File: src/rtl/qbx_pkg.sv
package qbx_pkg;
    timeunit 1ns;
    timeprecision 1ps;

    localparam int BYTE_W = 8;

    typedef enum logic [2:0] {
        S_IDLE,
        S_ADDR,
        S_ADDR_ACK,
        S_WR_DATA,
        S_WR_ACK,
        S_RD_DATA,
        S_RD_ACK,
        S_IGNORE
    } qbx_state_e;
endpackage

File: src/rtl/qbx_sync.sv
module qbx_sync #(
    parameter int           W       = 1,
    parameter logic [W-1:0] RST_VAL = '1
) (
    input  logic         clk,
    input  logic         rst_n,
    input  logic [W-1:0] d,
    output logic [W-1:0] q
);
    timeunit 1ns;
    timeprecision 1ps;

    logic [W-1:0] meta_q;

    always_ff @(posedge clk or negedge rst_n) begin
        if (!rst_n) begin
            meta_q <= RST_VAL;
            q      <= RST_VAL;
        end else begin
            meta_q <= d;
            q      <= meta_q;
        end
    end
endmodule

File: src/rtl/qbx_bus_events.sv
module qbx_bus_events (
    input  logic clk,
    input  logic rst_n,
    input  logic scl_s,
    input  logic sda_s,
    output logic scl_rise,
    output logic scl_fall,
    output logic start_det,
    output logic stop_det
);
    timeunit 1ns;
    timeprecision 1ps;

    logic scl_d, sda_d;

    always_ff @(posedge clk or negedge rst_n) begin
        if (!rst_n) begin
            scl_d <= 1'b1;
            sda_d <= 1'b1;
        end else begin
            scl_d <= scl_s;
            sda_d <= sda_s;
        end
    end

    assign scl_rise  =  scl_s & ~scl_d;
    assign scl_fall  = ~scl_s &  scl_d;
    assign start_det =  scl_s &  scl_d &  sda_d & ~sda_s;
    assign stop_det  =  scl_s &  scl_d & ~sda_d &  sda_s;
endmodule

File: src/rtl/qbx_target_fsm.sv
module qbx_target_fsm
    import qbx_pkg::*;
#(
    parameter int         NUM_BYTES = 2,
    parameter int         IDX_W     = 1,
    parameter logic [3:0] ADDR_HI   = 4'b0100
) (
    input  logic              clk,
    input  logic              rst_n,
    input  logic              scl_rise,
    input  logic              scl_fall,
    input  logic              start_det,
    input  logic              stop_det,
    input  logic              sda_s,
    input  logic [2:0]        strap,
    input  logic [BYTE_W-1:0] tx_byte,
    output logic              sda_oe,
    output logic              wr_stb,
    output logic [IDX_W-1:0]  wr_idx,
    output logic [BYTE_W-1:0] wr_byte,
    output logic              cap_stb,
    output logic [IDX_W-1:0]  cap_idx,
    output logic [IDX_W-1:0]  tx_idx
);
    timeunit 1ns;
    timeprecision 1ps;

    localparam logic [3:0] FULL_CNT = 4'd8;
    localparam logic [3:0] LAST_TX  = 4'd7;

    qbx_state_e        state_q, state_d;
    logic [BYTE_W-1:0] shreg_q;
    logic [3:0]        bitcnt_q;
    logic [IDX_W-1:0]  idx_q;
    logic              rw_q;
    logic              mack_q;
    logic              addr_hit;

    function automatic logic [IDX_W-1:0] nxt_idx(input logic [IDX_W-1:0] i);
        if (i == IDX_W'(NUM_BYTES - 1)) return '0;
        else return i + 1'b1;
    endfunction

    assign addr_hit = (shreg_q[7:1] == {ADDR_HI, strap});

    // next state
    always_comb begin
        state_d = state_q;
        if (stop_det) begin
            state_d = S_IDLE;
        end else if (start_det) begin
            state_d = S_ADDR;
        end else begin
            unique case (state_q)
                S_IDLE:     state_d = S_IDLE;
                S_ADDR:     if (scl_fall && bitcnt_q == FULL_CNT)
                                state_d = addr_hit ? S_ADDR_ACK : S_IGNORE;
                S_ADDR_ACK: if (scl_fall) state_d = rw_q ? S_RD_DATA : S_WR_DATA;
                S_WR_DATA:  if (scl_fall && bitcnt_q == FULL_CNT) state_d = S_WR_ACK;
                S_WR_ACK:   if (scl_fall) state_d = S_WR_DATA;
                S_RD_DATA:  if (scl_fall && bitcnt_q == LAST_TX) state_d = S_RD_ACK;
                S_RD_ACK:   if (scl_fall) state_d = mack_q ? S_RD_DATA : S_IGNORE;
                S_IGNORE:   state_d = S_IGNORE;
                default:    state_d = S_IDLE;
            endcase
        end
    end

    // state register
    always_ff @(posedge clk or negedge rst_n) begin
        if (!rst_n) state_q <= S_IDLE;
        else        state_q <= state_d;
    end

    // shifter, bit counter, byte index
    always_ff @(posedge clk or negedge rst_n) begin
        if (!rst_n) begin
            shreg_q  <= '0;
            bitcnt_q <= '0;
            idx_q    <= '0;
            rw_q     <= 1'b0;
            mack_q   <= 1'b0;
        end else if (start_det) begin
            bitcnt_q <= '0;
            idx_q    <= '0;
        end else if (stop_det) begin
            bitcnt_q <= '0;
        end else begin
            case (state_q)
                S_ADDR, S_WR_DATA: begin
                    if (scl_rise && bitcnt_q < FULL_CNT) begin
                        shreg_q  <= {shreg_q[BYTE_W-2:0], sda_s};
                        bitcnt_q <= bitcnt_q + 4'd1;
                    end
                    if (scl_fall && bitcnt_q == FULL_CNT) begin
                        bitcnt_q <= '0;
                        if (state_q == S_ADDR) rw_q  <= shreg_q[0];
                        else                   idx_q <= nxt_idx(idx_q);
                    end
                end
                S_ADDR_ACK: begin
                    if (scl_fall) begin
                        idx_q <= '0;
                        if (rw_q) shreg_q <= tx_byte;
                    end
                end
                S_RD_DATA: begin
                    if (scl_fall) begin
                        if (bitcnt_q < LAST_TX) begin
                            shreg_q  <= {shreg_q[BYTE_W-2:0], 1'b1};
                            bitcnt_q <= bitcnt_q + 4'd1;
                        end else begin
                            bitcnt_q <= '0;
                        end
                    end
                end
                S_RD_ACK: begin
                    if (scl_rise) mack_q <= ~sda_s;
                    if (scl_fall && mack_q) begin
                        shreg_q <= tx_byte;
                        idx_q   <= nxt_idx(idx_q);
                    end
                end
                default: ;
            endcase
        end
    end

    // outputs
    always_comb begin
        sda_oe  = 1'b0;
        unique case (state_q)
            S_ADDR_ACK, S_WR_ACK: sda_oe = 1'b1;
            S_RD_DATA:            sda_oe = ~shreg_q[BYTE_W-1];
            default:              sda_oe = 1'b0;
        endcase
        wr_stb  = (state_q == S_WR_DATA) && scl_fall && (bitcnt_q == FULL_CNT);
        wr_idx  = idx_q;
        wr_byte = shreg_q;
        cap_stb = ((state_q == S_ADDR) && scl_fall && (bitcnt_q == FULL_CNT)
                    && addr_hit && shreg_q[0])
               || ((state_q == S_RD_DATA) && scl_fall && (bitcnt_q == LAST_TX));
        cap_idx = (state_q == S_ADDR) ? '0 : nxt_idx(idx_q);
        tx_idx  = (state_q == S_ADDR_ACK) ? '0 : nxt_idx(idx_q);
    end


    sda_change_chk: assert property (@(posedge clk) disable iff (!rst_n)
        !$stable(sda_oe) |-> ($past(scl_fall) || $past(start_det) || $past(stop_det)));


    wr_dir_chk: assert property (@(posedge clk) disable iff (!rst_n)
        wr_stb |-> !rw_q);


    bitcnt_range_chk: assert property (@(posedge clk) disable iff (!rst_n)
        bitcnt_q <= FULL_CNT);


    restart_chk: assert property (@(posedge clk) disable iff (!rst_n)
        (start_det && !stop_det) |=> (state_q == S_ADDR) && (bitcnt_q == 4'd0));
endmodule

File: src/rtl/qbx_port_core.sv
module qbx_port_core
    import qbx_pkg::*;
#(
    parameter int NUM_BYTES = 2,
    parameter int IDX_W     = 1,
    localparam int NP       = NUM_BYTES * BYTE_W
) (
    input  logic              clk,
    input  logic              rst_n,
    input  logic [NP-1:0]     pins_s,
    input  logic              wr_stb,
    input  logic [IDX_W-1:0]  wr_idx,
    input  logic [BYTE_W-1:0] wr_byte,
    input  logic              cap_stb,
    input  logic [IDX_W-1:0]  cap_idx,
    input  logic [IDX_W-1:0]  tx_idx,
    output logic [NP-1:0]     latch_q,
    output logic [BYTE_W-1:0] tx_byte,
    output logic              int_n
);
    timeunit 1ns;
    timeprecision 1ps;

    logic [NP-1:0] snap_flat;
    logic [NP-1:0] ref_flat;

    for (genvar b = 0; b < NUM_BYTES; b++) begin : g_byte
        logic [BYTE_W-1:0] lat_r, snap_r, ref_r;

        always_ff @(posedge clk or negedge rst_n) begin
            if (!rst_n) begin
                lat_r  <= '1;
                snap_r <= '1;
                ref_r  <= '1;
            end else begin
                if (wr_stb && wr_idx == IDX_W'(b)) lat_r <= wr_byte;
                if (cap_stb && cap_idx == IDX_W'(b)) begin
                    snap_r <= pins_s[b*BYTE_W +: BYTE_W];
                    ref_r  <= pins_s[b*BYTE_W +: BYTE_W];
                end
            end
        end

        assign latch_q[b*BYTE_W +: BYTE_W]   = lat_r;
        assign snap_flat[b*BYTE_W +: BYTE_W] = snap_r;
        assign ref_flat[b*BYTE_W +: BYTE_W]  = ref_r;
    end

    always_comb begin
        tx_byte = '1;
        for (int b = 0; b < NUM_BYTES; b++)
            if (tx_idx == IDX_W'(b)) tx_byte = snap_flat[b*BYTE_W +: BYTE_W];
    end

    always_ff @(posedge clk or negedge rst_n) begin
        if (!rst_n) int_n <= 1'b1;
        else        int_n <= ~|(pins_s ^ ref_flat);
    end


    latch_hold_chk: assert property (@(posedge clk) disable iff (!rst_n)
        !wr_stb |=> $stable(latch_q));


    ref_hold_chk: assert property (@(posedge clk) disable iff (!rst_n)
        !cap_stb |=> $stable(ref_flat));
endmodule

File: src/rtl/qbx_expander.sv
module qbx_expander
    import qbx_pkg::*;
#(
    parameter int         NUM_PINS = 16,
    parameter logic [3:0] ADDR_HI  = 4'b0100
) (
    input  logic                clk,
    input  logic                rst_n,
    input  logic                scl_i,
    input  logic                sda_i,
    output logic                sda_pull_o,
    input  logic [2:0]          strap_i,
    input  logic [NUM_PINS-1:0] pin_i,
    output logic [NUM_PINS-1:0] pin_pull_o,
    output logic                int_n_o
);
    timeunit 1ns;
    timeprecision 1ps;

    localparam int NUM_BYTES = NUM_PINS / BYTE_W;
    localparam int IDX_W     = (NUM_BYTES > 1) ? $clog2(NUM_BYTES) : 1;

    logic [1:0]          bus_s;
    logic [NUM_PINS-1:0] pins_s;
    logic [NUM_PINS-1:0] latch_q;
    logic                scl_rise, scl_fall, start_det, stop_det;
    logic                wr_stb, cap_stb;
    logic [IDX_W-1:0]    wr_idx, cap_idx, tx_idx;
    logic [BYTE_W-1:0]   wr_byte, tx_byte;

    qbx_sync #(.W(2), .RST_VAL(2'b11)) u_bus_sync (
        .clk(clk), .rst_n(rst_n), .d({scl_i, sda_i}), .q(bus_s)
    );

    qbx_sync #(.W(NUM_PINS), .RST_VAL({NUM_PINS{1'b1}})) u_pin_sync (
        .clk(clk), .rst_n(rst_n), .d(pin_i), .q(pins_s)
    );

    qbx_bus_events u_events (
        .clk(clk), .rst_n(rst_n), .scl_s(bus_s[1]), .sda_s(bus_s[0]),
        .scl_rise(scl_rise), .scl_fall(scl_fall),
        .start_det(start_det), .stop_det(stop_det)
    );

    qbx_target_fsm #(.NUM_BYTES(NUM_BYTES), .IDX_W(IDX_W), .ADDR_HI(ADDR_HI)) u_fsm (
        .clk(clk), .rst_n(rst_n),
        .scl_rise(scl_rise), .scl_fall(scl_fall),
        .start_det(start_det), .stop_det(stop_det),
        .sda_s(bus_s[0]), .strap(strap_i), .tx_byte(tx_byte),
        .sda_oe(sda_pull_o),
        .wr_stb(wr_stb), .wr_idx(wr_idx), .wr_byte(wr_byte),
        .cap_stb(cap_stb), .cap_idx(cap_idx), .tx_idx(tx_idx)
    );

    qbx_port_core #(.NUM_BYTES(NUM_BYTES), .IDX_W(IDX_W)) u_core (
        .clk(clk), .rst_n(rst_n), .pins_s(pins_s),
        .wr_stb(wr_stb), .wr_idx(wr_idx), .wr_byte(wr_byte),
        .cap_stb(cap_stb), .cap_idx(cap_idx), .tx_idx(tx_idx),
        .latch_q(latch_q), .tx_byte(tx_byte), .int_n(int_n_o)
    );

    assign pin_pull_o = ~latch_q;
endmodule

File: config.mk
export PLATFORM = sky130hd
export DESIGN_NAME = qbx_expander
export DESIGN_NICKNAME = d
export VERILOG_FILES = /design/src/rtl/qbx_pkg.sv /design/src/rtl/qbx_sync.sv /design/src/rtl/qbx_bus_events.sv /design/src/rtl/qbx_target_fsm.sv /design/src/rtl/qbx_port_core.sv /design/src/rtl/qbx_expander.sv
export SDC_FILE = /design/constraint.sdc
export NUM_CORES = 1
export LEC_CHECK = 0
export BUFFER_PORTS_ARGS = -buffer_cell sky130_fd_sc_hd__buf_4
export CAP_MARGIN = 20
export CORE_UTILIZATION = 58
export DETAILED_ROUTE_END_ITERATION = 7
export GPL_ROUTABILITY_DRIVEN = 0
export PLACE_DENSITY = 0.79
export SYNTH_ARGS = -nofsm -noshare
export SYNTH_HDL_FRONTEND = slang
export SYNTH_SLANG_ARGS = --single-unit
File: constraint.sdc
create_clock -name clk -period 2.6 [get_ports clk]
set_clock_uncertainty 0.1 [all_clocks]
set_input_delay 0.13 -clock clk [delete_from_list [all_inputs] [get_ports clk]]
set_output_delay 0.13 -clock clk [all_outputs]
set_load 0.02 [all_outputs]
== Yosys cells after proc, flatten, opt, wreduce, memory -nomap -nowiden ==
Index checks and enable logic that the tools add are counted.
W data, S select, Z words.

* Memory bits (writable): 0
* Bits in latches: 0
* Memory bits (read-only): 0
* Output and inout bits: 18
* Memories kept: 0
* Bits in registers: 89
* Input bits: 23
* Word-level logic and storage cells: 137

* Multipliers: 0
* Divide/modulo/power cells: 0
* Shift-type cells: 0
* Bitwise operators: 18
* Mux-type cells: 38
* Eq/ne operators: 29
* Add/sub/neg operators: 2
* Reduce and logical (&&, ||, !) cells: 31
* $lt $le $gt $ge: 2

{| class="wikitable"
|+ Operator list
! operator !! count
|-
| $mux W8 || 7
|-
| $pmux W8 S4 || 1
|-
| $mux W3 || 10
|-
| $ne A4 B3 Y1 const B || 7
|-
| $mux W4 || 6
|-
| $pmux W3 S8 || 1
|-
| $logic_and A1 B1 Y1 || 16
|-
| $not A16 Y16 || 1
|-
| $reduce_or A16 Y1 || 1
|-
| $xor A16 B16 Y16 || 1
|-
| $eq A3 B3 Y1 const B || 4
|-
| $ne A2 B1 Y1 const B || 6
|-
| $reduce_and A6 Y1 || 2
|-
| $reduce_bool A4 Y1 || 3
|-
| $mux W1 || 9
|-
| $ne A3 B2 Y1 const B || 3
|-
| $not A1 Y1 || 9
|-
| $reduce_and A9 Y1 || 1
|-
| $pmux W4 S2 || 1
|-
| $and A1 B1 Y1 || 7
|-
| $eq A7 B6 Y1 || 1
|-
| $eq A3 B2 Y1 const B || 2
|-
| $ne A5 B3 Y1 const B || 1
|-
| $reduce_and A5 Y1 || 1
|-
| 18 further kinds || 19
|}

== Logic depth before layout (Yosys ltp) ==
Gate-level depths: netlist of the first run.

* Depth in word-level cells: 8
* Gate-level depth with buffers: 7
* Gate-level depth less buffers: 6

== Hierarchy ==
From an unflattened synthesis of the first run, not the netlist that was laid out.

* Cells, all modules: 308
* Area total of the unflattened synthesis: 3977.6 µm²

{| class="wikitable"
|+ Modules (own cells, without submodules)
! module !! instances !! area an instance (µm²) !! cells each !! sequential area each (µm²)
|-
| qbx_port_core || 1 || 1622.8 || 101 || 867.1
|-
| qbx_target_fsm || 1 || 1263.7 || 149 || 450.4
|-
| qbx_sync (u_pin_sync) || 1 || 840.8 || 32 || 840.8
|-
| qbx_sync (u_bus_sync) || 1 || 105.1 || 4 || 105.1
|-
| qbx_bus_events || 1 || 85.1 || 6 || 52.6
|-
| qbx_expander || 1 || 60.1 || 16 || 0.0
|}

== Worst setup path after synthesis of the first run ==
OpenSTA, ideal clock, no wires.

* Path type: register to register
* From: register u_fsm.shreg_q[7], in the netlist u_fsm.wr_byte[7]
* To: register u_core.g_byte[0].snap_r[0]
* Path buffers: 0
* Data required time: 2.418 ns
* Stages on the path, launching flop included: 6
* Setup time: 0.082 ns
* Period minus slack after synthesis: 2.218 ns
* Arrival: 2.036 ns
* Setup slack: 0.382 ns
* Path through: dfrtp_1 or4b_1 nor4_2 nand4_1 a21oi_4 mux2_2

* Word-level cells in the longest chain between the ends: 5

{| class="wikitable"
|+ RTL lines
! item !! line !! RTL
|-
| start: declaration || qbx_target_fsm.sv:32 || <nowiki>logic [BYTE_W-1:0] shreg_q;</nowiki>
|-
| start signal: assignment || qbx_target_fsm.sv:92 || <nowiki>shreg_q <= {shreg_q[BYTE_W-2:0], sda_s};</nowiki>
|-
| start signal: assignment || qbx_target_fsm.sv:104 || <nowiki>if (rw_q) shreg_q <= tx_byte;</nowiki>
|-
| start signal: assignment || qbx_target_fsm.sv:110 || <nowiki>shreg_q <= {shreg_q[BYTE_W-2:0], 1'b1};</nowiki>
|-
| $eq A7 B6 Y1 || qbx_target_fsm.sv:44 || <nowiki>assign addr_hit = (shreg_q[7:1] == {ADDR_HI, strap});</nowiki>
|-
| $logic_and A1 B1 Y1 (2 in a row) || qbx_target_fsm.sv:141 || <nowiki>&& addr_hit && shreg_q[0])</nowiki>
|-
| $logic_or A1 B1 Y1 || qbx_target_fsm.sv:142 || <nowiki>|| ((state_q == S_RD_DATA) && scl_fall && (bitcnt_q == LAST_TX));</nowiki>
|-
| $logic_and A1 B1 Y1 || qbx_port_core.sv:37 || <nowiki>if (cap_stb && cap_idx == IDX_W'(b)) begin</nowiki>
|-
| end signal: assignment || qbx_port_core.sv:38 || <nowiki>snap_r <= pins_s[b*BYTE_W +: BYTE_W];</nowiki>
|-
| end: declaration || qbx_port_core.sv:28 || <nowiki>logic [BYTE_W-1:0] lat_r, snap_r, ref_r;</nowiki>
|}

Every way passes these cells.
A chain may end at the register's enable or synchronous reset.

== Worst setup path after layout of the first run ==
* From: register u_fsm.shreg_q[7], in the netlist u_fsm.wr_byte[7]
* To: register u_core.g_byte[0].snap_r[1]

Same word-level chain as after synthesis.

==> results of run 1 <==
worst max-delay path, cell delays in order (launching register included):
cell	delay [ns]
dfrtp_1	0.44
or4b_1	0.54
nor4_2	0.39
nand4_1	0.20
a21oi_4	0.33
mux2_2	0.38
cells in the mapped netlist (all sizes together):
library cell | number | area share
xnor2 | 17 | 0.039
o2bb2ai | 1 | 0.0023
a21boi | 1 | 0.0020
xor2 | 3 | 0.0069
nand3b | 2 | 0.0039
a21oi | 6 | 0.011
ha | 2 | 0.0066
and4bb | 1 | 0.0033
nand2 | 38 | 0.038
a41oi | 1 | 0.0023
nor3 | 2 | 0.0039
o221a | 1 | 0.0030
nand2b | 8 | 0.013
a31oi | 1 | 0.0016
a31o | 1 | 0.0023
or4b | 1 | 0.0026
nand4 | 5 | 0.0082
o311ai | 3 | 0.0069
o31ai | 2 | 0.0039
or2 | 1 | 0.0016
o211a | 2 | 0.0053
or3 | 1 | 0.0016
clkbuf | 8 | 0.0079
mux2 | 25 | 0.074
inv | 22 | 0.022
dfrtp | 18 | 0.12
nor4 | 3 | 0.0082
a211oi | 2 | 0.0039
and2 | 2 | 0.0033
mux2i | 10 | 0.026
a221o | 1 | 0.0026
a22oi | 1 | 0.0020
nand3 | 2 | 0.0026
o22ai | 1 | 0.0016
nor4b | 1 | 0.0039
a221oi | 1 | 0.0023
dfstp | 71 | 0.49
buf | 1 | 0.00099
nor2b | 1 | 0.0016
nor3b | 2 | 0.0039
o21ai | 30 | 0.039
nor2 | 11 | 0.011
a21o | 2 | 0.0039
cell type report:
class	count	area (um^2)	share of cell area
Inverter	22	82.6	0.0179
Sequential cell	89	2320	0.503
Timing Repair Buffer	66	543	0.118
Tap cell	77	96.3	0.0209
Clock inverter	7	76.3	0.0166
Clock buffer	9	124	0.0269
Multi-Input combinational cell	195	1370	0.297
worst max path at each step:
stage	startpoint	endpoint	cells after the start
2_1_floorplan	u_fsm.wr_byte[7]$_DFFE_PN0P_	u_core.g_byte[0].snap_r[0]$_DFFE_PN1P_	5
3_3_place_gp	u_fsm.wr_byte[7]$_DFFE_PN0P_	u_core.g_byte[0].snap_r[1]$_DFFE_PN1P_	5
3_5_place_dp	u_fsm.wr_byte[7]$_DFFE_PN0P_	u_core.g_byte[0].snap_r[1]$_DFFE_PN1P_	5
4_1_cts	u_fsm.wr_byte[7]$_DFFE_PN0P_	u_core.g_byte[0].snap_r[2]$_DFFE_PN1P_	5
5_1_grt	u_fsm.wr_byte[7]$_DFFE_PN0P_	u_core.g_byte[0].snap_r[0]$_DFFE_PN1P_	5
6_report	u_fsm.wr_byte[7]$_DFFE_PN0P_	u_core.g_byte[0].snap_r[1]$_DFFE_PN1P_	5
routing by layer:
layer	track usage	routed length (um)	up-vias
met4	0.114	158	0
met5	0	0	-
met3	0.0378	248	13
li1	-	-	1215
met2	0.350	3250	70
met1	0.303	3080	1192
registers in the layout (all words and copies together), names as in the netlist, 2 cells and up:
name,flops
u_fsm.wr_byte,8
u_fsm.bitcnt_q,4
u_core.g_byte.ref_r,8
u_core.g_byte.snap_r,8
u_fsm.state_q,3
u_bus_sync.meta_q,2
u_core.g_byte.lat_r,16
u_bus_sync.q,2
u_pin_sync.meta_q,16
u_pin_sync.q,16
placed cells by master, fill, tap and decap left out, types with 3 or more instances in the layout:
master | Yosys | routed
dfrtp_1 | 18 | 18
mux2_2 | 25 | 25
a21oi_1 | 5 | 5
xnor2_1 | 17 | 17
nand2_1 | 38 | 38
nor2_1 | 11 | 11
inv_1 | 22 | 22
dfstp_2 | 71 | 71
clkbuf_8 | 0 | 9
nand2b_1 | 8 | 8
buf_4 | 0 | 47
o311ai_0 | 3 | 3
nand4_1 | 5 | 5
o21ai_0 | 30 | 30
mux2i_1 | 10 | 10
xor2_1 | 3 | 3
dlygate4sd3_1 | 0 | 19
power by group through the flow:
| stage | sequential, W | clock [W] | combinational [W] |
|---|---|---|---|
| 5_1_grt | 0.00185 | 0.00106 | 0.00110 |
| 4_1_cts | 0.00182 | 0.000983 | 0.000995 |
| 3_3_place_gp | 0.00182 | 0 | 0.000946 |
| 3_5_place_dp | 0.00184 | 0 | 0.000968 |
| 6_report | 0.00182 | 0.000961 | 0.000989 |
| 2_1_floorplan | 0.00175 | 0 | 0.000787 |
metrics by stage:
| stage | cell area [um^2] | worst slack, ns |
|---|---|---|
| final | 4610 | 0.141 |
| after global routing | 4610 | 0.0161 |
| after CTS | 4610 | 0.113 |
| after detailed placement | 4220 | 0.122 |
| after global placement | 4220 | 0.171 |
| after floorplan | 3800 | 0.382 |
logic make-up after synthesis:
| family | count (synthesis) | synth area share |
|---|---|---|
| flip-flops | 89 | 0.609 |
| buffers and inverters | 31 | 0.0306 |
| XOR/XNOR | 20 | 0.0461 |
| adder cells (fa/ha/maj) | 2 | 0.00658 |
| AO/OA/AOI/OAI | 57 | 0.0964 |
| multiplexers | 35 | 0.100 |
| AND/OR/NAND/NOR | 81 | 0.111 |
==> impl_results.md, run 1 <==
* Worst-path clk slew at 0.09 ns
* Largest net degree at the start of global routing at 50
* Yosys cell types at 46
* Worst-Margin Slew at 0.601 ns
* Resized Gates After CTS at 0
* Syn_nets at 340
* Vias in the first global route at 2494
* Post-DP HPWL at 4710 um
* Slew HR at 0.599
* CP Capture Type: flop
* Iteration count of the initial detailed-routing pass at 4
* CTS tree: yes
* Sequential Power Share at 0.483
* GRT Total Usage at 0.223
* First-pass GRT wire length at 12000 um
* Hold_ws at 0.208 ns
* Crit path launch type: flop
* GRT Residual Overflow at 0
* Fill cells at 446
* Routed via count at 2490
* FP Rows at 29
* Die Wd at 83.0 um
* Vias per inst at 5.35
* Peak VDD IR at 0.526 mV
* Clock Latency Late Sink at 0.36 ns
* Switching pwr at 0.00124 W
* N_diodes at 0
* Max Freq at 407 MHz
* Clock sink count at 89
* Total negative slack at 0 ns
* Setup bufs post-CTS at 0
* Die area at 6880 um^2
* Die Ht at 83.0 um
* Unrepaired setup endpoints after global routing: false
* Reg-to-Reg End: u_core.g_byte[0].snap_r[1]$_DFFE_PN1P_
* Internal at 0.00253 W
* Wirelength, routed at 6740 um
* Max FO, Critical Path at 8
* R2R Path Start: u_fsm.wr_byte[7]$_DFFE_PN0P_
* Fin crit share at 0.946
* Final count of pins violating max slew at 0
* Antenna violations before repair at 0
* Final Util at 0.726
* Core footprint at 6350 um^2
* Tot Pwr at 0.00377 W
* Leak at 1.90 nW
* Syn Area/Cell at 12.1 um^2
* Area growth syn-to-layout at 21.2%
* Sw frac at 0.329
* Status: finished clean
* Layout cells sized above 1 at 0.430
* YS warnings at 0
* DP Cell Count at 430
* DR WL/cell at 14.5 um
* Sequential element share of the synthesized area at 0.609
* Drt drc at 0
* Hold/Removal Path Class: in -> async
* Min cycle time layout at 2.46 ns
* TritonCTS Buffers at 9
* Kind of critical path: reg -> reg
* Layout Nets at 408
* Power Density at 818 nW/um^2
* Clk root buf: clkbuf_8
* Initial Util at 0.599
* Worst reg2reg setup slack at 0.14 ns
* Crit path DAT at 2.65 ns
* DRT iter0 DRCs at 207
* Synth Register Bits at 89
* WP data required at 2.79 ns
* Final Hold Viols at 0
* I/O pin cnt at 41
* Hold Buf Count CTS at 19
* CTS H-tree lvls at 3
* Bufs on Longest Clock Path at 2
* Clk pwr share at 0.255
* Post-route insts no fill at 465
* Max_cap viols at 0
* IO Port Bufs at 40
* Post-route ant nets at 0
* R2R depth at 5
* Synthesized area at 3800 um^2
* Endpoints failing setup at 0
* Synth Instances at 315
* Logic pwr share at 0.262
Power figures use the tool's default switching activity.
==> run 2: changes to the inputs <==
Settings changed: MAX_ROUTING_LAYER set to met4.
==> impl_results.md, run 2 (synthesis gave the netlist of run 1 again) <==
* Status: finished clean
* Hold_ws at 0.210 ns
* FP Rows at 29
* Final Hold Viols at 0
* Worst-Margin Slew at 0.599 ns
* Clock sink count at 89
* Crit path launch type: flop
* GRT Total Usage at 0.230
* Layout cells sized above 1 at 0.430
* I/O pin cnt at 41
* Largest net degree at the start of global routing at 50
* Clk root buf: clkbuf_8
* Clock Latency Late Sink at 0.36 ns
* Endpoints failing setup at 0
* Post-DP HPWL at 4710 um
* Resized Gates After CTS at 0
* Fill cells at 446
* Power Density at 818 nW/um^2
* N_diodes at 0
* Leak at 1.90 nW
* CTS H-tree lvls at 3
* Initial Util at 0.599
* Die Wd at 83.0 um
* Area of the multi-input gates at 1370 um^2
* Area growth syn-to-layout at 21.2%
* GRT Residual Overflow at 0
* Layout Nets at 408
* Metal-1 WL at 3120 um
* Antenna violations before repair at 0
* IO Port Bufs at 40
* Die Ht at 83.0 um
* Top flop regs: u_core.g_byte.lat_r: 16 flops, u_pin_sync.meta_q: 16 flops, u_pin_sync.q: 16 flops
* Crit path DAT at 2.66 ns
* Vias in the first global route at 2487
* Post-route insts no fill at 465
* WP data required at 2.79 ns
* Place WS at 0.122 ns
* Slew HR at 0.601
* Vias per inst at 5.36
* Max_cap viols at 0
* DR WL/cell at 14.5 um
* Routed via count at 2493
* Core footprint at 6350 um^2
* Max FO, Critical Path at 8
* Total negative slack at 0 ns
* CTS tree: yes
* CP Capture Type: flop
* First-pass GRT wire length at 12000 um
* Top Layer Used: met4
* Iteration count of the initial detailed-routing pass at 4
* DP Cell Count at 430
* FF/Latch Area at 2320 um^2
* Hold/Removal Path Class: in -> async
* Worst-path clk slew at 0.09 ns
* Min cycle time layout at 2.46 ns
* Peak VDD IR at 0.526 mV
* DR WL met3 at 225 um
* Drt drc at 0
* Die area at 6880 um^2
* Kind of critical path: reg -> reg
* DRT iter0 DRCs at 198
* Wirelength, routed at 6750 um
* Max Freq at 406 MHz
* Bufs on Longest Clock Path at 2
* Met2 wire length at 3240 um
* Final count of pins violating max slew at 0
* TritonCTS Buffers at 9
* Unrepaired setup endpoints after global routing: false
* Post-route ant nets at 0
* Fin crit share at 0.948
* Fin worst setup slack at 0.135 ns
* Highest-count cells in the layout ignoring fill and taps: dfstp_2 (71), buf_4 (47), nand2_1 (38)
* Most common cell after layout, fill and taps aside: dfstp_2
## run 2: path summary, 6_finish.rpt
check / from / end / slack [ns] / depth (start not counted)
worst max-delay path: u_fsm.wr_byte[7]$_DFFE_PN0P_ / u_core.g_byte[0].snap_r[1]$_DFFE_PN1P_ / 0.14 / 5
worst min-delay path: rst_n / u_fsm.bitcnt_q[2]$_DFFE_PN0P_ / 0.21 / 2
worst max register to register: u_fsm.wr_byte[7]$_DFFE_PN0P_ / u_core.g_byte[0].snap_r[1]$_DFFE_PN1P_ / 0.14 / 5
worst min register to register: u_pin_sync.meta_q[14]$_DFF_PN1_ / u_pin_sync.q[14]$_DFF_PN1_ / 0.26 / 0
max in group asynchronous: rst_n / u_pin_sync.meta_q[8]$_DFF_PN1_ / 1.42 / 3
min in group clk: u_pin_sync.meta_q[14]$_DFF_PN1_ / u_pin_sync.q[14]$_DFF_PN1_ / 0.26 / 0
## run 2: layout make-up
cell class / count / area share
Inverter: 22 / 0.0179
Tap cell: 77 / 0.0209
Clock buffer: 9 / 0.0269
Multi-Input combinational cell: 195 / 0.297
Clock inverter: 7 / 0.0166
Sequential cell: 89 / 0.503
Timing Repair Buffer: 66 / 0.118
## run 2: critical path, stage by stage (launching register included)
cell     delay, ns
dfrtp_1       0.44
or4b_1        0.55
nor4_2        0.40
nand4_1       0.20
a21oi_4       0.33
mux2_2        0.38
## run 2: power by group
| part | internal, W | switching, W | total (W) |
|---|---|---|---|
| Sequential | 0.00160 | 0.000220 | 0.00182 |
| Clock | 0.000451 | 0.000511 | 0.000962 |
| Combinational | 0.000480 | 0.000509 | 0.000990 |
## run 2: metal layers
layer,GRT usage,up-vias
met1,0.303,1208
met2,0.349,60
met3,0.0378,13
met5,-,-
met4,0.114,0
li1,-,1212
## run 2: per-stage QoR
step	total power, W	instance area [um^2]	util
after detailed placement	0.00281	4220	0.664
after floorplan	0.00254	3800	-
final	0.00377	4610	0.726
after global routing	0.00401	4610	0.726
after global placement	0.00277	4220	0.664
after CTS	0.00379	4610	0.726
## run 2: what timing repair did
| action | CTS | global route |
|---|---|---|
| hold buffers | 19 | 0 |
| buffers inserted | 0 | 0 |
| hold endpoints to repair | 36 | 0 |
